`src/rtl/fgm_pkg.sv`:
```
package fgm_pkg;

    // Trigger source select; the value is the cfg_edge encoding.
    typedef enum logic [1:0] {
        FGM_EDGE_OFF  = 2'd0,
        FGM_EDGE_RISE = 2'd1,
        FGM_EDGE_FALL = 2'd2,
        FGM_EDGE_BOTH = 2'd3
    } fgm_edge_e;

    typedef enum logic [1:0] {
        ST_IDLE  = 2'd0,
        ST_ARM   = 2'd1,
        ST_SKIP  = 2'd2,
        ST_ACCUM = 2'd3
    } fgm_state_e;

endpackage

```
`src/rtl/fgm_edge_sel.sv`:
```
module fgm_edge_sel
    import fgm_pkg::*;
(
    input  logic      clk,
    input  logic      rst_n,
    input  logic      sync_in,
    input  logic      eof_strobe,
    input  fgm_edge_e edge_mode,
    output logic      ev
);

    logic meta_q, sync_q, prev_q;
    logic hit;

    // Two-flop synchronizer plus one history flop for edge detection.
    always_ff @(posedge clk) begin
        if (!rst_n) begin
            meta_q <= 1'b0;
            sync_q <= 1'b0;
            prev_q <= 1'b0;
        end else begin
            meta_q <= sync_in;
            sync_q <= meta_q;
            prev_q <= sync_q;
        end
    end

    always_comb begin
        unique case (edge_mode)
            FGM_EDGE_OFF:  hit = eof_strobe;
            FGM_EDGE_RISE: hit = sync_q & ~prev_q;
            FGM_EDGE_FALL: hit = ~sync_q & prev_q;
            FGM_EDGE_BOTH: hit = sync_q ^ prev_q;
            default:       hit = 1'b0;
        endcase
    end

    always_ff @(posedge clk) begin
        if (!rst_n) ev <= 1'b0;
        else        ev <= hit;
    end

    AST_OFF_MODE_GATE: assert property (@(posedge clk) disable iff (!rst_n)
        (edge_mode == FGM_EDGE_OFF && !eof_strobe) |=> !ev);

endmodule

```
`src/rtl/fgm_timebase.sv`:
```
module fgm_timebase #(
    parameter int CLK_PER_US = 250, // must be 2 or more
    parameter int IVL_W      = 20
) (
    input  logic             clk,
    input  logic             rst_n,
    input  logic             ev,
    output logic [IVL_W-1:0] us_cnt
);

    localparam int              PRE_W = (CLK_PER_US > 2) ? $clog2(CLK_PER_US) : 1;
    localparam logic [PRE_W-1:0] LAST = PRE_W'(CLK_PER_US - 1);
    localparam logic [IVL_W-1:0] MAXV = {IVL_W{1'b1}};

    logic [PRE_W-1:0] pre_q;

    // An event restarts the prescaler at phase 1 so that a gap of
    // N*CLK_PER_US cycles reads back as exactly N microseconds.
    always_ff @(posedge clk) begin
        if (!rst_n) begin
            pre_q  <= '0;
            us_cnt <= '0;
        end else if (ev) begin
            pre_q  <= PRE_W'(1);
            us_cnt <= '0;
        end else if (pre_q == LAST) begin
            pre_q <= '0;
            if (us_cnt != MAXV) us_cnt <= us_cnt + IVL_W'(1);
        end else begin
            pre_q <= pre_q + PRE_W'(1);
        end
    end

    AST_CLEAR_ON_EVENT: assert property (@(posedge clk) disable iff (!rst_n)
        ev |=> (us_cnt == '0));
    AST_SAT_HOLD: assert property (@(posedge clk) disable iff (!rst_n)
        (us_cnt == MAXV && !ev) |=> (us_cnt == MAXV));

endmodule

```
`src/rtl/fgm_ctrl.sv`:
```
module fgm_ctrl
    import fgm_pkg::*;
#(
    parameter int IVL_W   = 20,
    parameter int SHIFT_W = 3,
    parameter int SKIP_W  = 8
) (
    input  logic               clk,
    input  logic               rst_n,
    input  logic               enable,
    input  logic               cfg_changed,
    input  logic               ev,
    input  logic [IVL_W-1:0]   sample,
    input  logic [SHIFT_W-1:0] avg_log2,
    input  logic [IVL_W-1:0]   tol_min,
    input  logic [IVL_W-1:0]   tol_max,
    input  logic [SKIP_W-1:0]  skip_n,
    input  logic [IVL_W-1:0]   nominal,
    output logic [IVL_W-1:0]   avg_interval,
    output logic               avg_strobe,
    output logic               err_pulse,
    output logic               settling
);

    localparam int CNT_W = 2 ** SHIFT_W;
    localparam int ACC_W = IVL_W + CNT_W - 1;

    fgm_state_e state_q, state_d;

    logic [ACC_W-1:0]  acc_q, acc_sum;
    logic [CNT_W-1:0]  n_q, n_goal;
    logic [SKIP_W-1:0] skip_q;
    logic [IVL_W-1:0]  avg, dev;
    logic              restart, take, done;

    assign restart = !enable || cfg_changed;
    assign take    = (state_q == ST_ACCUM) && ev && !restart && (sample <= tol_max);
    assign n_goal  = CNT_W'(1) << avg_log2;
    assign done    = take && ((n_q + CNT_W'(1)) == n_goal);
    assign acc_sum = acc_q + ACC_W'(sample);
    assign avg     = IVL_W'(acc_sum >> avg_log2);
    assign dev     = (avg >= nominal) ? (avg - nominal) : (nominal - avg);

    // State register
    always_ff @(posedge clk) begin
        if (!rst_n) state_q <= ST_IDLE;
        else        state_q <= state_d;
    end

    // Next state
    always_comb begin
        state_d = state_q;
        if (!enable) begin
            state_d = ST_IDLE;
        end else if (cfg_changed) begin
            state_d = ST_ARM;
        end else begin
            unique case (state_q)
                ST_IDLE:  state_d = ST_ARM;
                ST_ARM:   if (ev) state_d = (skip_n == '0) ? ST_ACCUM : ST_SKIP;
                ST_SKIP:  if (ev && (skip_q + SKIP_W'(1)) == skip_n) state_d = ST_ACCUM;
                ST_ACCUM: state_d = ST_ACCUM;
                default:  state_d = ST_IDLE;
            endcase
        end
    end

    // Datapath and registered outputs
    always_ff @(posedge clk) begin
        if (!rst_n) begin
            acc_q        <= '0;
            n_q          <= '0;
            skip_q       <= '0;
            avg_interval <= '0;
            avg_strobe   <= 1'b0;
            err_pulse    <= 1'b0;
        end else begin
            avg_strobe <= done;
            err_pulse  <= done && (dev > tol_min);
            if (done) avg_interval <= avg;

            if (restart || state_q != ST_ACCUM || done) begin
                acc_q <= '0;
                n_q   <= '0;
            end else if (take) begin
                acc_q <= acc_sum;
                n_q   <= n_q + CNT_W'(1);
            end

            if (restart || state_q != ST_SKIP) skip_q <= '0;
            else if (ev)                       skip_q <= skip_q + SKIP_W'(1);
        end
    end

    assign settling = (state_q == ST_ARM) || (state_q == ST_SKIP);

    AST_ERR_NEEDS_STROBE: assert property (@(posedge clk) disable iff (!rst_n)
        err_pulse |-> avg_strobe);
    AST_STROBE_SINGLE: assert property (@(posedge clk) disable iff (!rst_n)
        avg_strobe |=> !avg_strobe);
    AST_AVG_CEIL: assert property (@(posedge clk) disable iff (!rst_n)
        avg_strobe |-> (avg_interval <= $past(tol_max)));
    AST_RESTART_SETTLES: assert property (@(posedge clk) disable iff (!rst_n)
        (enable && cfg_changed) |=> settling);
    AST_IDLE_QUIET: assert property (@(posedge clk) disable iff (!rst_n)
        !enable |=> (!avg_strobe && !settling));

endmodule

```
`src/rtl/frame_gap_monitor.sv`:
```
module frame_gap_monitor
    import fgm_pkg::*;
#(
    parameter int CLK_PER_US = 250,
    parameter int IVL_W      = 20,
    parameter int SHIFT_W    = 3,
    parameter int SKIP_W     = 8
) (
    input  logic               clk,
    input  logic               rst_n,
    input  logic               sync_in,
    input  logic               eof_strobe,
    input  logic               cfg_enable,
    input  logic [1:0]         cfg_edge,
    input  logic [SHIFT_W-1:0] cfg_avg_log2,
    input  logic [IVL_W-1:0]   cfg_tol_min,
    input  logic [IVL_W-1:0]   cfg_tol_max,
    input  logic [SKIP_W-1:0]  cfg_skip,
    input  logic [IVL_W-1:0]   cfg_nominal,
    output logic [IVL_W-1:0]   avg_interval,
    output logic               avg_strobe,
    output logic               err_pulse,
    output logic               settling
);

    localparam int CFG_W = 2 + SHIFT_W + 3 * IVL_W + SKIP_W;

    logic [CFG_W-1:0] cfg_vec, snap_q;
    logic             cfg_changed;
    logic             ev;
    logic [IVL_W-1:0] us_cnt;

    assign cfg_vec = {cfg_edge, cfg_avg_log2, cfg_tol_min, cfg_tol_max, cfg_skip, cfg_nominal};

    // Any difference from the previous cycle's settings restarts the monitor.
    always_ff @(posedge clk) begin
        if (!rst_n) snap_q <= '0;
        else        snap_q <= cfg_vec;
    end
    assign cfg_changed = (cfg_vec != snap_q);

    fgm_edge_sel u_edge (
        .clk        (clk),
        .rst_n      (rst_n),
        .sync_in    (sync_in),
        .eof_strobe (eof_strobe),
        .edge_mode  (fgm_edge_e'(cfg_edge)),
        .ev         (ev)
    );

    fgm_timebase #(.CLK_PER_US(CLK_PER_US), .IVL_W(IVL_W)) u_time (
        .clk    (clk),
        .rst_n  (rst_n),
        .ev     (ev),
        .us_cnt (us_cnt)
    );

    fgm_ctrl #(.IVL_W(IVL_W), .SHIFT_W(SHIFT_W), .SKIP_W(SKIP_W)) u_ctrl (
        .clk          (clk),
        .rst_n        (rst_n),
        .enable       (cfg_enable),
        .cfg_changed  (cfg_changed),
        .ev           (ev),
        .sample       (us_cnt),
        .avg_log2     (cfg_avg_log2),
        .tol_min      (cfg_tol_min),
        .tol_max      (cfg_tol_max),
        .skip_n       (cfg_skip),
        .nominal      (cfg_nominal),
        .avg_interval (avg_interval),
        .avg_strobe   (avg_strobe),
        .err_pulse    (err_pulse),
        .settling     (settling)
    );

endmodule

```
`config.mk`:
```
export PLATFORM = sky130hd
export DESIGN_NAME = frame_gap_monitor
export DESIGN_NICKNAME = d
export VERILOG_FILES = /design/src/rtl/fgm_pkg.sv /design/src/rtl/fgm_edge_sel.sv /design/src/rtl/fgm_timebase.sv /design/src/rtl/fgm_ctrl.sv /design/src/rtl/frame_gap_monitor.sv
export SDC_FILE = /design/constraint.sdc
export NUM_CORES = 1
export LEC_CHECK = 0
export BUFFER_PORTS_ARGS = -buffer_cell sky130_fd_sc_hd__clkbuf_2
export CAP_MARGIN = 20
export CORE_ASPECT_RATIO = 0.75
export CORE_MARGIN = 1.5
export CORE_UTILIZATION = 50
export CTS_BUF_LIST = sky130_fd_sc_hd__clkbuf_8
export DETAILED_ROUTE_END_ITERATION = 7
export PLACE_DENSITY = 0.68
export SYNTH_ARGS = -nofsm -noshare
export SYNTH_HDL_FRONTEND = slang
export SYNTH_SLANG_ARGS = --single-unit
```
`constraint.sdc`:
```
create_clock -name clk -period 7.7 [get_ports clk]
set_input_delay 0.77 -clock clk [delete_from_list [all_inputs] [get_ports clk]]
set_output_delay 0.77 -clock clk [all_outputs]
set_load 0.01 [all_outputs]
```
* Yosys cells after proc, flatten, opt, wreduce, memory -nomap -nowiden *
Index checks and enable logic that the tools add are counted.

word-level totals
  bits in registers = 172
  input bits = 78
  output and inout port bits = 23

operators by class
  order comparisons = 3
  bitwise logic cells = 7
  multiplexer cells = 9
  reduce and logical (&&, ||, !) cells = 25
  eq/ne operators = 17
  shifts and indexed selects = 2
  $add $sub $neg = 7

operators by type and width
  cell                   count
  $ne 73x73->1           1
  $sub 20x20->20         2
  $add 27x20->27         1
  $shr 27x3->20          1
  $add 8x1->8 const B    3
  $add 20x1->20 const B  1
  $ge 20x20->1           1
  $gt 20x20->1           1
  $le 20x20->1           1
  $mux 20                1
  $ne 20x20->1 const B   1
  $eq 8x8->1             2
  $eq 2x2->1 const B     4
  $eq 8x8->1 const B     1
  $logic_not 8->1        1
  $pmux 2 s4             1
  $reduce_and 2->1       4
  $shl 1x3->8 const A    1
  $logic_and 1x1->1      6
  $ne 2x2->1 const B     3
  $reduce_or 2->1        3
  $reduce_or 3->1        2
  $logic_or 1x1->1       5
  $eq 2x1->1 const B     2
  11 further kinds       21

* Depth between registers and ports, before layout *
Gate-level depths: netlist of the first run.

  depth after elaboration = 8
  mapped depth = 33
  depth with buffers taken out = 30

* Cells and area by module *
A second synthesis of the first run with hierarchy kept.

second synthesis, totals
  cell total of the unflattened synthesis = 1,605
  area total of the unflattened synthesis = 13,140.1 µm²

modules (own cells, without submodules)
  module             cells an instance  area an instance (µm²)  instances  sequential area each (µm²)
  fgm_ctrl           1,152              8,663.3                 1          1,341.3
  frame_gap_monitor  252                2,740.1                 1          1,461.4
  fgm_timebase       184                1,566.5                 1          560.5
  fgm_edge_sel       17                 170.2                   1          80.1

* Worst setup path before layout of the first run *
No wires, ideal clock.

  path type = register -> register
  from = register u_time.us_cnt[0]
  to = register u_ctrl.err_pulse
  required time = 7.582 ns
  setup slack = 1.021 ns
  clock period less this slack = 6.679 ns
  cell stages (with the launch flop) = 33
  arrival = 6.561 ns
  library setup time = 0.118 ns
  buffers on the path = 3
  cells stage by stage = dfxtp_1 -> ha_1 -> fa_1 -> a21o_1 -> a221oi_1 -> o211a_1 -> o21ai_1 -> xor2_1 -> mux4_2 -> mux2i_1 -> inv_1 -> ha_1 -> clkbuf_1 -> a21oi_1 -> o21ai_0 -> a21oi_1 -> a21oi_1 -> nor2_1 -> clkbuf_1 -> clkbuf_1 -> nand4_1 -> o21ai_0 -> xnor2_1 -> ha_1 -> a21o_1 -> a21o_1 -> a21o_1 -> a21oi_1 -> nor2b_1 -> o21ai_0 -> nand3_1 -> a31oi_1 -> nor3_1

between the ends
  word-level cells in the longest chain between the ends = 6

RTL lines
  what                                                   RTL line            source
  from (decl)                                            fgm_timebase.sv:8   output logic [IVL_W-1:0] us_cnt
  from (signal assigned)                                 fgm_timebase.sv:28  if (us_cnt != MAXV) us_cnt <= us_cnt + IVL_W'(1);
  $add 27x20->27 (*)                                     fgm_ctrl.sv:40      assign acc_sum = acc_q + ACC_W'(sample);
  $shr 27x3->20 (*)                                      fgm_ctrl.sv:41      assign avg = IVL_W'(acc_sum >> avg_log2);
  via u_ctrl.avg[7]                                      fgm_ctrl.sv:33      logic [IVL_W-1:0] avg, dev;
  $sub 20x20->20 / $ge 20x20->1 (equally long branches)  fgm_ctrl.sv:42      assign dev = (avg >= nominal) ? (avg - nominal) : (nominal - avg);
  $mux 20 (*)                                            fgm_ctrl.sv:42
  $gt 20x20->1 (*)                                       fgm_ctrl.sv:79      err_pulse <= done && (dev > tol_min);
  $logic_and 1x1->1 (*)                                  fgm_ctrl.sv:79
  to (signal assigned)                                   fgm_ctrl.sv:79
  to (decl)                                              fgm_ctrl.sv:21      output logic err_pulse,

The timed path passes the listed nets; every way through them passes the cells marked *.
A chain may end at the register's enable or synchronous reset.

* Worst setup path after layout of the first run *
Ends and elaborated chain as after synthesis.

==> results of run 1 <==
per-layer routing:
metal,wire length (um),share of wire,up-vias,track usage
met4,686,0.018,4,0.0817
met5,32,0.00085,-,0
li1,-,-,5637,-
met2,15100,0.40,458,0.409
met3,3930,0.10,53,0.0997
met1,18000,0.48,5384,0.421
cells in the mapped netlist (all sizes together) (15+ instances only):
cell type / n
and2: 25
dfxtp: 172
nor2: 198
nand2: 105
xor2: 88
nor3: 21
a21o: 37
nand4: 44
nand3: 33
clkbuf: 63
a21oi: 104
nor4: 17
a31oi: 15
and3: 19
ha: 111
inv: 116
xnor2: 76
mux2i: 39
o21ai: 75
a211oi: 20
critical path, cell delays in order, from the launching register on:
cell      delay (ns)
dfxtp_1         0.40
ha_1            0.24
fa_1            0.40
a21o_1          0.22
a221oi_2        0.40
o211ai_1        0.23
nand2_1         0.15
xnor2_1         0.19
a21oi_1         0.39
a21oi_1         0.15
a21oi_1         0.40
inv_1           0.08
ha_1            0.46
nand4_1         0.21
or3_1           0.43
a21oi_2         0.34
or2_1           0.34
buf_4           0.26
mux2_1          0.34
a31oi_1         0.16
o22ai_1         0.11
xor2_1          0.16
ha_1            0.30
a21oi_1         0.32
o21ai_0         0.13
a31oi_1         0.15
nor3_1          0.07
registers in the layout (all words and copies together), names as in the netlist, 2 cells and up:
register / cells
snap_q: 73
u_ctrl.acc_q: 27
u_ctrl.avg_interval: 20
u_ctrl.n_q: 8
u_ctrl.skip_q: 8
u_ctrl.state_q: 2
u_time.pre_q: 8
u_time.us_cnt: 20
stage by stage:
stage / setup slack [ns] / area [um2]
floorplan: 1.02 / 12400
CTS: 0.110 / 13700
finish: 0.550 / 13700
global route: 0.0374 / 13700
global placement: 0.247 / 13200
detailed placement: 0.172 / 13200
final cells by class:
| type | count | area share |
|---|---|---|
| multi-input combinational | 1208 | 0.607 |
| clock inverter | 14 | 0.0122 |
| tap | 331 | 0.0303 |
| sequential | 172 | 0.252 |
| timing repair buffer | 122 | 0.0486 |
| inverter | 117 | 0.0321 |
| clock buffer | 18 | 0.0181 |
timing repair:
| action | CTS | global route |
|---|---|---|
| setup endpoints to repair | 0 | 1 |
| setup buffers | 0 | 0 |
| resized for setup | 0 | 7 |
placed cells by master, fill, tap and decap left out, types with 49 or more instances in the layout:
cell      synthesis  layout
nor2_1          198     197
dfxtp_1         172     172
inv_1           110     112
ha_1            111     111
nand2_1         105     105
a21oi_1         104     103
clkbuf_2          0     100
xor2_1           88      88
xnor2_1          76      76
o21ai_0          49      49
logic make-up (layout without fill, tap and decap cells):
kind of cell | after synthesis | after routing
adders and majority gates | 114 | 114
buffers and inverters | 192 | 271
DFF | 172 | 172
muxes | 52 | 52
xor gates and xnor gates | 164 | 164
and+or+nand+nor | 518 | 518
AOI/OAI and AO/OA | 360 | 360
worst paths after layout:
| kind | from | end | slack [ns] | depth (start not counted) |
|---|---|---|---|---|
| worst max-delay path | u_time.us_cnt[0] | u_ctrl.err_pulse | 0.55 | 26 |
| worst min register to register | u_edge.meta_q | u_edge.sync_q | 0.44 | 1 |
| worst min-delay path | u_edge.meta_q | u_edge.sync_q | 0.44 | 1 |
| worst max register to register | u_time.us_cnt[0] | u_ctrl.err_pulse | 0.55 | 26 |
power breakdown:
group | total (W) | internal (W) | switching (W)
combinational | 0.000428 | 0.000168 | 0.000260
sequential | 0.000924 | 0.000912 | 0.0000121
clock | 0.000694 | 0.000305 | 0.000389
total | 0.00205 | 0.00138 | 0.000661
==> results.toml, run 1 <==
[sta]
slew_headroom = 0.357
fin_crit_ns = 7.15
finalSetupViolCount = 0
fin_skew_ns = 0.0241
rsz0062_at_grt = "no"
fin_crit_sh = 0.929
fmax_mhz = 140
final_hold_viol_count = 0
timing.hold.ws_ns = 0.445
fin_tns_setup_ns = 0
drv_slew = 0
tightestPinTransition_ns = 0.963

[yosys]
synth_warnings = 0
synth-xor-area-share = 0.115
synth_top_family_by_area = "simple AND/OR/NAND/NOR gates"
synthArstFlopShare = 0
synthDistinctLibCells = 72
ys.flop_type = "dfxtp_1"
synth_compound_area_frac = 0.188
yosys.area.top_type = "dfxtp_1"
synth_edf_count = 0
yosys.area.top_type_share = 0.277
seq_area_frac_synth = 0.277
synth_cells = 1572
synthSimpleGateAreaFrac = 0.197
netlist_area_um2 = 12400
synthAdderAreaFrac = 0.116
muxShareOfSynthArea = 0.0477
syn-num-nets = 1764
netlist_top_cells_area = "dfxtp_1 28%, ha_1 11%, xor2_1 6.2%, nor2_1 6.0%, xnor2_1 5.3%"
synth.avg_cell_area_um2 = 7.92
ys_ff_latch = 172

[floorplan]
initial_core_util = 0.514
rows = 49
die_h_um = 140
core-area_um2 = 24200
ios = 101
die_x_um = 185
dieArea_um2 = 25900

[clock_tree]
clk_pin_slew_worst_paths_ns = 0.12
clk-insertion-delay-late_ns = 0.50
cts_tree = "built"
holdBufCountCts = 0
clkSinkCount = 172
cts_max_level = 4
root_buffer = "clkbuf_8"
cts_buffer_depth = 2
cts_buffers = 17

[final_layout]
design.final.nets = 1830
n_fill_cell = 2286
stdcell_count = 1982
synthToLayoutAreaGrowth_pct = 9.97
regArea_um2 = 3440
final_util = 0.565
multi_input_area_um2 = 8310
drive_above_1_share = 0.108
antenna_cells = 0

[worst_setup_path]
required_ns = 8.09
cp.arrival_ns = 7.54
end_kind = "register"
critical_path_class = "register to register"
worstPathMaxFanout = 12
startpoint_type = "register"

[grt]
grt_pass1_vias = 10476
grt_max_degree = 55
antenna_found_initial = 2
globalRouteOverflowTotal = 0
grt_util_all_layers = 0.292
grt_pass1_wl_mm = 57.7

[hold_path]
worst_hold_path_type = "register to register"

[route]
vias = 11536
wire_per_inst_um = 19.0
drcViolationCount = 0
dr.first_iter.drc_count = 1060
drt_wl_total_mm = 37.8
viasPerCell = 5.82
dr.pass1.iters = 8
drtAntennaViolNets = 0

[place]
place.detailed.hpwl_mm = 29.6
dpl.cell_count = 1950
port_buffers = 100
place.gp.congestion = 0.957

[pwr]
power.leakage_nw = 5.97
ir_worst_vdd_mv = 0.115
power_density_nw_per_um2 = 149
finalPower_w = 0.00205

[flow_run]
max_cap_viol_count = 0

[run_status]
status = "completed"
No activity file was read; power rests on OpenSTA's default activity.
==> run 2: changes to the inputs <==
==> constraint.sdc (replaced) <==
create_clock -name clk -period 7.7 [get_ports clk]
set_input_delay 0.385 -clock clk [delete_from_list [all_inputs] [get_ports clk]]
set_output_delay 0.385 -clock clk [all_outputs]
set_load 0.01 [all_outputs]
==> run 2 against run 1 <==
Effect of this change: utilization down 0.11 points; sequential share of layout area up 0.051 points; sequential power about the same; cell count down 0.20%; critical path depth up 4; wire length up 0.94%; count of clock-buffer cells in the layout unchanged; via count up 0.62%; critical endpoint unchanged; largest power group unchanged.
==> results.toml, run 2 (same netlist as run 1, synthesis figures left out) <==
[final_layout]
antenna_cells = 0
drive_above_1_share = 0.106
max_flop_register = "snap_q"
final_cell_mix = "197 x nor2_1, 172 x dfxtp_1, 111 x inv_1, 111 x ha_1, 105 x nand2_1"
synthToLayoutAreaGrowth_pct = 9.75
largest_reg_flops = 73
top_regs = "snap_q: 73 flops, u_ctrl.acc_q: 27 flops"
design.final.nets = 1828
final_util = 0.564
layout_commonest_cell = "nor2_1"

[clock_tree]
clkSinkCount = 172
cts_resized = 0
holdBufCountCts = 0
clk_pin_slew_worst_paths_ns = 0.11
root_buffer = "clkbuf_8"
cts_buffer_depth = 2
cts_tree = "built"
cts_buffers = 17
clk-insertion-delay-late_ns = 0.49
postCtsSetupBuffers = 0
cts_max_level = 4

[sta]
fin_tns_setup_ns = 0
slew_headroom = 0.373
tightestPinTransition_ns = 0.935
fin_crit_sh = 0.928
fin_skew_ns = 0.0259
fin_crit_ns = 7.15
fmax_mhz = 140
finalSetupViolCount = 0
final_hold_viol_count = 0
rsz0062_at_grt = "no"
setup_ws_ns = 0.554
drv_slew = 0

[pwr]
finalPower_w = 0.00206
ir_worst_vdd_mv = 0.107
pwr-share-clk = 0.340
p_int_w = 0.00141
power_density_nw_per_um2 = 150
pwr-share-comb = 0.211
switchingPower_w = 0.000644
power.leakage_nw = 5.96
p_seq_frac = 0.449
swShare = 0.313

[route]
wire_per_inst_um = 19.3
dr.first_iter.drc_count = 1144
drcViolationCount = 0
dr.pass1.iters = 6
viasPerCell = 5.87
vias = 11608
drt_wl_total_mm = 38.1
drtAntennaViolNets = 0

[worst_setup_path]
startpoint_type = "register"
end_kind = "register"
critical_path_class = "register to register"
crit_top_cell = "a21oi_1"
crit_start = "u_time.us_cnt[0]"
worstPathMaxFanout = 15
r2r-start = "u_time.us_cnt[0]"
required_ns = 8.09
cp.arrival_ns = 7.53
slowest_delay_ns = 0.45
crit_slowest_cell = "ha_1"

[grt]
grt_pass1_vias = 10644
grt_pass1_wl_mm = 59.1
met3_usage = 0.0516
use_met2 = 0.434
antenna_found_initial = 0
grt_util_all_layers = 0.298
grt_max_degree = 59
globalRouteOverflowTotal = 0
top_usage_layer = "met1"
use_met1 = 0.456

[run_status]
status = "completed"

[floorplan]
die_h_um = 140
initial_core_util = 0.514
dieArea_um2 = 25900
rows = 49
ios = 101
die_x_um = 185
core-area_um2 = 24200

[flow_run]
max_cap_viol_count = 0

[hold_path]
worstHoldStart = "sync_in"
worst_hold_path_type = "primary input to register"

[place]
port_buffers = 100
place.gp.congestion = 0.937
dp_slack_ns = 0.338
place.detailed.hpwl_mm = 30.1
==> run 2: changes by cell type in the layout (fill, tap and decap cells not counted), sizes merged <==
cell	change
bufinv	+1
buf	-2
clkinvlp	-2
clkinv	-1
==> run 2: final cells by class <==
cell class / instances / area (um2)
repair buffers: 120 / 651
multi-input cells: 1208 / 8300
clock buffers: 18 / 248
flip-flops and latches: 172 / 3440
inverters: 117 / 439
fillers: 2245 / 10600
well taps: 331 / 414
clock inverters: 12 / 161
==> run 2: power by group through the flow <==
stage	clock network (W)	logic [W]	registers, W
floorplan	0	0.000284	0.000941
global placement	0	0.000418	0.000944
detailed placement	0	0.000420	0.000945
CTS	0.000710	0.000422	0.000924
global route	0.000743	0.000473	0.000926
finish	0.000698	0.000433	0.000924
==> run 2: worst paths after layout <==
check                                         to  slack (ns)  cells past startpoint
worst max-delay path            u_ctrl.err_pulse        0.55                     30
worst min-delay path               u_edge.meta_q        0.12                      2
worst max register to register  u_ctrl.err_pulse        0.55                     30
worst min register to register     u_edge.sync_q        0.45                      1
==> run 2: stage by stage <==
step / hold slack [ns] / cells / area, um2
CTS: 0.0958 / 1978 / 13600
global route: 0.100 / 1978 / 13700
floorplan: 0.412 / 1572 / 12400
finish: 0.121 / 1978 / 13700
detailed placement: 0.434 / 1948 / 13200
global placement: 0.430 / 1948 / 13200
==> run 2: per-layer routing <==
| metal | part of all wire | up-vias |
|---|---|---|
| met5 | 0 | - |
| met4 | 0.011 | 0 |
| met3 | 0.080 | 33 |
| met2 | 0.41 | 466 |
| met1 | 0.49 | 5477 |
| li1 | - | 5632 |
==> run 2: worst max-delay path: cells and delay by family, from the launching register on <==
| family | cells | cell delay (ns) |
|---|---|---|
| xor+xnor | 2 | 0.34 |
| simple gates | 7 | 1.18 |
| compound gates | 14 | 3.22 |
| fa+ha+maj | 4 | 1.38 |
| buf+inv | 3 | 0.52 |
| flops | 1 | 0.39 |
